### config.mk
export PLATFORM = sky130hd
export DESIGN_NAME = soft_tlb
export DESIGN_NICKNAME = d
export VERILOG_FILES = /design/src/rtl/tlb_pkg.sv /design/src/rtl/tlb_dpath.sv /design/src/rtl/tlb_ctrl.sv /design/src/rtl/soft_tlb.sv
export SDC_FILE = /design/constraint.sdc
export NUM_CORES = 1
export LEC_CHECK = 0
export CAP_MARGIN = 20
export CORE_MARGIN = 8
export CORE_UTILIZATION = 66
export CTS_CLUSTER_SIZE = 16
export DETAILED_ROUTE_END_ITERATION = 16
export GPL_TIMING_DRIVEN = 1
export PLACE_DENSITY = 0.84
export SLEW_MARGIN = 40
export SYNTH_ARGS = -nofsm -noshare
export SYNTH_HDL_FRONTEND = slang
export SYNTH_HIERARCHICAL = 1
export SYNTH_SLANG_ARGS = --single-unit
### constraint.sdc
create_clock -name clk -period 8 [get_ports clk]
set_input_delay 1.6 -clock clk [delete_from_list [all_inputs] [get_ports clk]]
set_output_delay 1.6 -clock clk [all_outputs]
set_load 0.01 [all_outputs]
### src/rtl/tlb_pkg.sv
`timescale 1ns/1ps
package tlb_pkg;
  localparam int VA_W      = 32;
  localparam int OFF_W     = 12;
  localparam int FRAME_W   = 26;
  localparam int REG_W     = 32;
  localparam int PAGE_W    = VA_W - OFF_W;
  localparam int PA_W      = FRAME_W + OFF_W;
  localparam int FRAME_LSB = REG_W - FRAME_W;
  localparam int CODE_W    = 5;
  localparam int PERM_W    = 4;

  localparam int PB_V = 3;
  localparam int PB_R = 2;
  localparam int PB_W = 1;
  localparam int PB_X = 0;

  typedef enum logic [1:0] {
    KIND_READ  = 2'b00,
    KIND_WRITE = 2'b01,
    KIND_FETCH = 2'b10,
    KIND_READ2 = 2'b11
  } access_kind_e;

  localparam logic [CODE_W-1:0] CODE_MISS  = 5'b01000;
  localparam logic [CODE_W-1:0] CODE_READ  = 5'b00100;
  localparam logic [CODE_W-1:0] CODE_WRITE = 5'b00010;
  localparam logic [CODE_W-1:0] CODE_FETCH = 5'b00001;

  typedef struct packed {
    logic                install;
    logic [PAGE_W-1:0]   page;
    logic [PERM_W-1:0]   perm;
    logic [FRAME_W-1:0]  frame;
  } install_strobe_t;
endpackage

### src/rtl/tlb_dpath.sv
`timescale 1ns/1ps
module tlb_dpath
  import tlb_pkg::*;
#(
  parameter int ENTRIES = 8,
  parameter int IDX_W   = 3
) (
  input  logic                   clk,
  input  logic                   rstN,
  input  logic                   reqValid,
  input  logic [VA_W-1:0]        reqAddr,
  input  logic [1:0]             reqKind,
  input  install_strobe_t        inst,
  input  logic [IDX_W-1:0]       instSlot,
  output logic                   hit,
  output logic                   fault,
  output logic [PA_W-1:0]        physAddr,
  output logic [CODE_W-1:0]      faultCode,
  output logic [IDX_W-1:0]       hitSlot,
  output logic                   instFound,
  output logic [IDX_W-1:0]       instFoundSlot,
  output logic [ENTRIES-1:0]     occVec
);
  logic [ENTRIES-1:0] occQ;
  logic [PAGE_W-1:0]  pageQ  [ENTRIES];
  logic [PERM_W-1:0]  permQ  [ENTRIES];
  logic [FRAME_W-1:0] frameQ [ENTRIES];

  logic [ENTRIES-1:0] lkMatch;
  logic [ENTRIES-1:0] inMatch;
  logic [PAGE_W-1:0]  reqPage;
  logic [IDX_W-1:0]   lkIdx;
  logic [IDX_W-1:0]   inIdx;
  logic [PERM_W-1:0]  selPerm;
  logic               found;
  logic               allowed;
  logic               translate;
  logic               needBit;
  logic [CODE_W-1:0]  kindCode;

  assign reqPage = reqAddr[VA_W-1:OFF_W];

  for (genvar g = 0; g < ENTRIES; g++) begin : g_cmp
    assign lkMatch[g] = occQ[g] && (pageQ[g] == reqPage);
    assign inMatch[g] = occQ[g] && (pageQ[g] == inst.page);
  end

  always_ff @(posedge clk or negedge rstN) begin
    if (!rstN) begin
      occQ <= '0;
      for (int i = 0; i < ENTRIES; i++) begin
        pageQ[i]  <= '0;
        permQ[i]  <= '0;
        frameQ[i] <= '0;
      end
    end else if (inst.install) begin
      for (int i = 0; i < ENTRIES; i++) begin
        if (instSlot == IDX_W'(i)) begin
          occQ[i]   <= 1'b1;
          pageQ[i]  <= inst.page;
          permQ[i]  <= inst.perm;
          frameQ[i] <= inst.frame;
        end
      end
    end
  end

  always_comb begin
    lkIdx = '0;
    inIdx = '0;
    for (int i = 0; i < ENTRIES; i++) begin
      if (lkMatch[i]) lkIdx = IDX_W'(i);
      if (inMatch[i]) inIdx = IDX_W'(i);
    end
  end

  always_comb begin
    selPerm = permQ[lkIdx];
    unique case (access_kind_e'(reqKind))
      KIND_WRITE: begin needBit = selPerm[PB_W]; kindCode = CODE_WRITE; end
      KIND_FETCH: begin needBit = selPerm[PB_X]; kindCode = CODE_FETCH; end
      default:    begin needBit = selPerm[PB_R]; kindCode = CODE_READ;  end
    endcase
  end

  assign found     = |lkMatch;
  assign translate = reqValid && reqAddr[VA_W-1];
  assign allowed   = found && selPerm[PB_V] && needBit;
  assign hit       = translate && allowed;
  assign fault     = translate && !allowed;
  assign faultCode = (!found || !selPerm[PB_V]) ? CODE_MISS : kindCode;
  assign physAddr  = reqAddr[VA_W-1] ? {frameQ[lkIdx], reqAddr[OFF_W-1:0]}
                                     : PA_W'(reqAddr);
  assign hitSlot       = lkIdx;
  assign instFound     = |inMatch;
  assign instFoundSlot = inIdx;
  assign occVec        = occQ;

  // a lookup never both succeeds and fails
  a_r2_hit_fault_excl: assert property (@(posedge clk) disable iff (!rstN)
    !(hit && fault));

  // untranslated accesses are silent
  a_r1_bypass_quiet: assert property (@(posedge clk) disable iff (!rstN)
    (reqValid && !reqAddr[VA_W-1]) |-> (!hit && !fault));

  // a page is never resident in two slots
  a_r8_single_match: assert property (@(posedge clk) disable iff (!rstN)
    $onehot0(lkMatch));

  // an installed slot is occupied and holds the page afterwards
  a_r7_install_lands: assert property (@(posedge clk) disable iff (!rstN)
    inst.install |=> (occQ[$past(instSlot)] && pageQ[$past(instSlot)] == $past(inst.page)));
endmodule

### src/rtl/tlb_ctrl.sv
`timescale 1ns/1ps
module tlb_ctrl
  import tlb_pkg::*;
#(
  parameter int ENTRIES = 8,
  parameter int IDX_W   = 3
) (
  input  logic                   clk,
  input  logic                   rstN,
  input  logic                   regWrEn,
  input  logic                   regWrSel,
  input  logic [REG_W-1:0]       regWrData,
  input  logic                   regRdSel,
  output logic [REG_W-1:0]       regRdData,
  input  logic [VA_W-1:0]        reqAddr,
  input  logic                   hit,
  input  logic                   fault,
  input  logic [CODE_W-1:0]      faultCode,
  input  logic [IDX_W-1:0]       hitSlot,
  input  logic                   instFound,
  input  logic [IDX_W-1:0]       instFoundSlot,
  input  logic [ENTRIES-1:0]     occVec,
  output install_strobe_t        inst,
  output logic [IDX_W-1:0]       instSlot
);
  localparam int PAD_W = OFF_W - CODE_W;

  logic [REG_W-1:0]  prQ;
  logic [REG_W-1:0]  frQ;
  logic [IDX_W-1:0]  ageQ [ENTRIES];
  logic              wrPr;
  logic              wrFr;
  logic              anyFree;
  logic [IDX_W-1:0]  firstFree;
  logic [IDX_W-1:0]  lruSlot;
  logic [ENTRIES-1:0] oldestVec;
  logic              touchEn;
  logic [IDX_W-1:0]  touchSlot;
  logic [IDX_W-1:0]  touchAge;

  assign wrPr = regWrEn && !regWrSel;
  assign wrFr = regWrEn &&  regWrSel;

  always_ff @(posedge clk or negedge rstN) begin
    if (!rstN) begin
      prQ <= '0;
      frQ <= '0;
    end else begin
      if (fault)
        prQ <= {reqAddr[VA_W-1:OFF_W], {PAD_W{1'b0}}, faultCode};
      else if (wrPr)
        prQ <= regWrData;
      if (wrFr)
        frQ <= regWrData;
    end
  end

  assign regRdData = regRdSel ? frQ : prQ;

  assign inst.install = wrFr;
  assign inst.page    = prQ[REG_W-1:OFF_W];
  assign inst.perm    = prQ[PERM_W-1:0];
  assign inst.frame   = regWrData[REG_W-1:FRAME_LSB];

  for (genvar g = 0; g < ENTRIES; g++) begin : g_old
    assign oldestVec[g] = (ageQ[g] == IDX_W'(ENTRIES-1));
  end

  always_comb begin
    anyFree   = 1'b0;
    firstFree = '0;
    lruSlot   = '0;
    for (int i = ENTRIES-1; i >= 0; i--) begin
      if (!occVec[i]) begin
        anyFree   = 1'b1;
        firstFree = IDX_W'(i);
      end
      if (oldestVec[i]) lruSlot = IDX_W'(i);
    end
  end

  assign instSlot  = instFound ? instFoundSlot : (anyFree ? firstFree : lruSlot);
  assign touchEn   = wrFr || hit;
  assign touchSlot = wrFr ? instSlot : hitSlot;
  assign touchAge  = ageQ[touchSlot];

  always_ff @(posedge clk or negedge rstN) begin
    if (!rstN) begin
      for (int i = 0; i < ENTRIES; i++) ageQ[i] <= IDX_W'(i);
    end else if (touchEn) begin
      for (int i = 0; i < ENTRIES; i++) begin
        if (touchSlot == IDX_W'(i))
          ageQ[i] <= '0;
        else if (ageQ[i] < touchAge)
          ageQ[i] <= ageQ[i] + 1'b1;
      end
    end
  end

  // the fault record carries the faulting page
  a_r4_fault_page: assert property (@(posedge clk) disable iff (!rstN)
    fault |=> (prQ[REG_W-1:OFF_W] == $past(reqAddr[VA_W-1:OFF_W])));

  // exactly one code bit names the failure
  a_r4_code_onehot: assert property (@(posedge clk) disable iff (!rstN)
    fault |=> $onehot(prQ[CODE_W-1:0]));

  // the recency ranking always has a single oldest slot
  a_r9_single_oldest: assert property (@(posedge clk) disable iff (!rstN)
    $onehot(oldestVec));

  // a touched slot becomes most recent
  a_r9_touch_newest: assert property (@(posedge clk) disable iff (!rstN)
    touchEn |=> (ageQ[$past(touchSlot)] == '0));

  // a frame write is held as written
  a_r6_frame_held: assert property (@(posedge clk) disable iff (!rstN)
    wrFr |=> (frQ == $past(regWrData)));
endmodule

### src/rtl/soft_tlb.sv
`timescale 1ns/1ps
module soft_tlb
  import tlb_pkg::*;
#(
  parameter int ENTRIES = 8
) (
  input  logic              clk,
  input  logic              rstN,
  input  logic              reqValid,
  input  logic [31:0]       reqAddr,
  input  logic [1:0]        reqKind,
  output logic              hit,
  output logic              fault,
  output logic [37:0]       physAddr,
  input  logic              regWrEn,
  input  logic              regWrSel,
  input  logic [31:0]       regWrData,
  input  logic              regRdSel,
  output logic [31:0]       regRdData
);
  localparam int IDX_W = (ENTRIES > 1) ? $clog2(ENTRIES) : 1;

  install_strobe_t    inst;
  logic [IDX_W-1:0]   instSlot;
  logic [CODE_W-1:0]  faultCode;
  logic [IDX_W-1:0]   hitSlot;
  logic               instFound;
  logic [IDX_W-1:0]   instFoundSlot;
  logic [ENTRIES-1:0] occVec;

  tlb_dpath #(.ENTRIES(ENTRIES), .IDX_W(IDX_W)) u_dpath (
    .clk           (clk),
    .rstN          (rstN),
    .reqValid      (reqValid),
    .reqAddr       (reqAddr),
    .reqKind       (reqKind),
    .inst          (inst),
    .instSlot      (instSlot),
    .hit           (hit),
    .fault         (fault),
    .physAddr      (physAddr),
    .faultCode     (faultCode),
    .hitSlot       (hitSlot),
    .instFound     (instFound),
    .instFoundSlot (instFoundSlot),
    .occVec        (occVec)
  );

  tlb_ctrl #(.ENTRIES(ENTRIES), .IDX_W(IDX_W)) u_ctrl (
    .clk           (clk),
    .rstN          (rstN),
    .regWrEn       (regWrEn),
    .regWrSel      (regWrSel),
    .regWrData     (regWrData),
    .regRdSel      (regRdSel),
    .regRdData     (regRdData),
    .reqAddr       (reqAddr),
    .hit           (hit),
    .fault         (fault),
    .faultCode     (faultCode),
    .hitSlot       (hitSlot),
    .instFound     (instFound),
    .instFoundSlot (instFoundSlot),
    .occVec        (occVec),
    .inst          (inst),
    .instSlot      (instSlot)
  );
endmodule

==> out/qor_table.md <==
| Stage | Parameter | Reported |
|:---|:---|:---|
| finish | Final-layout fill cell count | 2721 |
| synth | Post-synthesis instance area | 0.0280 mm2 |
| clock network | Cell at the root of the clock tree | clkbuf_16 |
| synth | Most repeated cell in the gate-level netlist after synthesis | dfrtp_1 |
| synth | Share of synthesized registers carrying an async set or reset | 100% |
| pwr | Worst IR drop on VDD | 293 uV |
| setup path | Origin of the critical flop-to-flop path | u_ctrl/prQ[24] |
| setup path | Critical path class | input port to primary output |
| min path | Hold depth | 2 |
| drt | Wire length after detailed routing | 86500 um |
| die | X dimension of the die | 222 um |
| drt | DRC violation total after the first TritonRoute iteration | 2608 |
| min path | Hold worst-path end | u_ctrl/frQ[5] |
| setup path | Setup slack, reg-to-reg | 2.09 ns |
| synth | Number of distinct library cells after synthesis | 88 |
| timing | Final worst-path cycle share | 98.4% |
| place | Detailed placement HPWL | 56500 um |
| synth | Commonest cells in the synthesized netlist | 484 x dfrtp_1, 444 x nand2_1, 433 x mux2_2 |
| setup path | Worst setup EP type | primary output |
| finish | Summed area of non-filler cells in the final layout | 0.0316 mm2 |
| die | Cell row count | 75 |
| setup path | Peak fanout along the critical path | 28 |
| clock network | TritonCTS Buffers | 51 |
| finish | Core occupancy in the finished layout | 75.3% |
| clock network | Setup fix buffers added after clock tree synthesis | 0 |
| global route | All-layer global routing usage | 34.4% |
| clock network | Hold buffer count at CTS | 0 |
| drt | Vias per inst | 6.66 |
| synth | Cell taking the most area after synthesis | dfrtp_1 |
| global route | First-pass GRT wire length | 133000 um |
| timing | Setup repair after global routing missed its margin | false |
| drt | Count of TritonRoute iterations in the first routing pass | 8 |
| drt | Wire per inst | 25.9 um |
| synth | Top area cells in the synthesized netlist | dfrtp_1 43%, mux2_2 17%, xnor2_1 7.9% |
| pwr | Pwr Total | 11.3 mW |
| setup path | Nature of the critical path startpoint | input port |
| setup path | CP bufs+invs | 4 |
| pwr | Leakage power figure | 13.7 nW |
| clock network | Clk slew on worst S/H paths | 0.06 ns |
| setup path | Worst reg2reg endpoint | u_ctrl/ageQ[8] |
| synth | Average size of a mapped cell | 10.3 um2 |
| place | Instance area after placement | 0.0297 mm2 |
| timing | Clock period minus worst slack | 7.88 ns |
| place | Weighted congestion reported at the end of routability-driven placement | 1.04 |
| timing | Final sum of negative setup slack | 0 ns |
| setup path | Critical-path cell list | clkdlybuf4s50_1 > xnor2_1 > or3b_2 > or4_1 > a211oi_1 > nand2b_2 > buf_4 > nand3_1 > nand3_1 > a31oi_1 > buf_4 > clkdlybuf4s50_1 |
| setup path | Cells on worst reg2reg path | 21 |
| setup path | Longest individual stage delay on the worst path | 0.82 ns |
| die | Starting density of the core | 66.7% |
| outcome | Result of the run | finished clean |
| timing | Number of hold violations in the final report | 0 |
| global route | Number of antenna violations at the first check in global routing | 0 |
| setup path | Data required time at the worst endpoint | 6.40 ns |
| synth | Cell count after synthesis | 2713 |
| clock network | Clock H-tree levels | 2 |
| synth | Yosys Warn Count | 6 |
| die | Core Box Area | 0.0419 mm2 |
| synth | Proportion of synthesized chip area in sequential cells | 44.4% |
| min path | Hold Crit Class | flop to flop |
| synth | Syn nets | 2812 |
| finish | Ratio of cells with drive above 1 in the final layout | 24.8% |
| synth | Portion of synthesized cell area occupied by the leading cell type | 43.3% |
| drt | Post-route DRC | 0 |
| clock network | Clock tree buffer depth | 3 |
| min path | Hold_sp | u_ctrl/frQ[5] |
| finish | Area growth from synthesis to layout | 12.8% |
| clock network | Clock tree from TritonCTS | built |
| synth | Leading register cell type out of synthesis | dfrtp_1 |
| finish | Fin nets | 2856 |
| clock network | Clk sink count | 496 |
| timing | Clock Skew | 0.0295 ns |
| timing | Final setup violation count | 0 |
| die | Area of the die | 0.0492 mm2 |
| timing | Transition time at the pin with the least slew margin | 0.775 ns |
| timing | Headroom to the max-slew limit | 48.2% |
| clock network | Count of cells resized by post-cts repair | 0 |
| die | I/O pin total | 144 |
| die | Height of the die | 222 um |
| drt | Total number of vias | 22200 |
| global route | Maximum number of pins on one net before global-route repair | 160 |
| synth | Synthesized flop and latch total | 496 |
| flow run | Count of max-cap constraint violations | 0 |
| drt | Antenna violation net count after detailed routing | 0 |
| setup path | Slowest cell on crit path | clkdlybuf4s50_1 |
| synth | Number of enable-type register cells in the synthesized netlist | 0 |
| timing | Number of max-slew violations in the final report | 0 |
| global route | Via count of the first global-routing pass | 22900 |
| pwr | Power per Cell Area | 357 mW/mm2 |
| setup path | Cell family contributing the most delay on the critical path | buffers and inverters |
| setup path | Worst EP arrival | 6.28 ns |
| clock network | Insertion delay of the later-clocked pin in the worst-skew pair | 0.62 ns |
| timing | Max Clock Freq | 0.127 GHz |
| global route | Remaining global-route overflow | 0 |
| place | Port-buffer cells | 119 |
## layer usage
metal  global-route usage [%]  vias up  routed length, um
met5                        0        -                  0
met4                     13.9        0               3120
met3                     6.90      257               8220
met2                     55.3     1306              40700
met1                     45.4    11200              34400
li1                         -     9481                  -
## where the power goes
part / switching [mW] / internal (mW) / leakage [nW] / total [mW]
combinational: 2.04 / 2.20 / 6.62 / 4.24
sequential: 0.994 / 3.57 / 6.21 / 4.56
clock: 1.02 / 1.44 / 0.858 / 2.46
## layout by cell type, fill, tap and decap left out, types with 12 or more instances in the layout
master and n:
dfrtp_1 481, nand2_1 442, mux2_2 433, xnor2_1 251
nand3_1 201, clkdlybuf4s50_1 116, buf_4 98, nand4_1 88
xor2_1 69, clkbuf_16 52, nor2_1 50, o21ai_0 43
mux2i_1 34, nor4_1 34, a21oi_1 28, ha_1 27
a31oi_1 25, inv_1 22, o211ai_1 13, clkbuf_8 12
buf_12 12, a21boi_0 12, nor3_1 12, dfstp_2 12
## cell type report
cell class / count / area (um2) / area share [%]
Antenna cell: 1 / 2.50 / 0.00793
Clock buffer: 74 / 1500 / 4.76
Clock inverter: 16 / 226 / 0.717
Inverter: 24 / 90.1 / 0.285
Multi-Input combinational cell: 1948 / 14300 / 45.4
Sequential cell: 496 / 12400 / 39.4
Tap cell: 539 / 674 / 2.14
Timing Repair Buffer: 236 / 2310 / 7.30
## worst register-to-register path: cells and delay by family (launching register included)
kind                     cells  cell delay, ns
flip-flops                   1            0.80
AO/OA/AOI/OAI                9            2.13
AND/OR/NAND/NOR              7            1.89
adder cells (fa/ha/maj)      1            0.19
multiplexers                 1            0.18
XOR/XNOR                     1            0.14
buffers and inverters        2            0.49
## state kept, by name, summed over array words and instances, names as in the netlist
signal	count
u_dpath/permQ	32
u_dpath/occVec	8
u_ctrl/ageQ	24
u_ctrl/prQ	32
u_dpath/frameQ	208
u_ctrl/frQ	32
u_dpath/pageQ	160
## cells by family after synthesis
kind of cell	Yosys count	synth area share (%)
AOI/OAI and AO/OA	201	5.17
xor gates and xnor gates	320	10.0
DFF	496	44.4
muxes	468	18.7
other	1	0.0134
adders and majority gates	29	1.28
buffers and inverters	269	4.62
and+or+nand+nor	929	15.8
## worst max path at each step
stage | startpoint | endpoint | slack (ns) | depth (start not counted)
floorplan | reqAddr[29] | hit | 1.83 | 12
global placement | reqAddr[15] | physAddr[25] | 0.32 | 13
detailed placement | reqAddr[15] | physAddr[25] | 0.24 | 13
CTS | reqAddr[15] | physAddr[25] | 0.22 | 13
global route | reqAddr[15] | physAddr[25] | 0.12 | 13
finish | reqAddr[20] | physAddr[25] | 0.12 | 12
## through the flow
step / setup slack, ns / cells / hold slack [ns]
final: 0.125 / 3334 / 0.477
after global routing: 0.115 / 3333 / 0.497
after CTS: 0.221 / 3329 / 0.477
after detailed placement: 0.240 / 3239 / 0.461
after global placement: 0.318 / 3237 / 0.451
after floorplan: 1.83 / 2713 / 0.440
(Power assumes the default switching activity.)
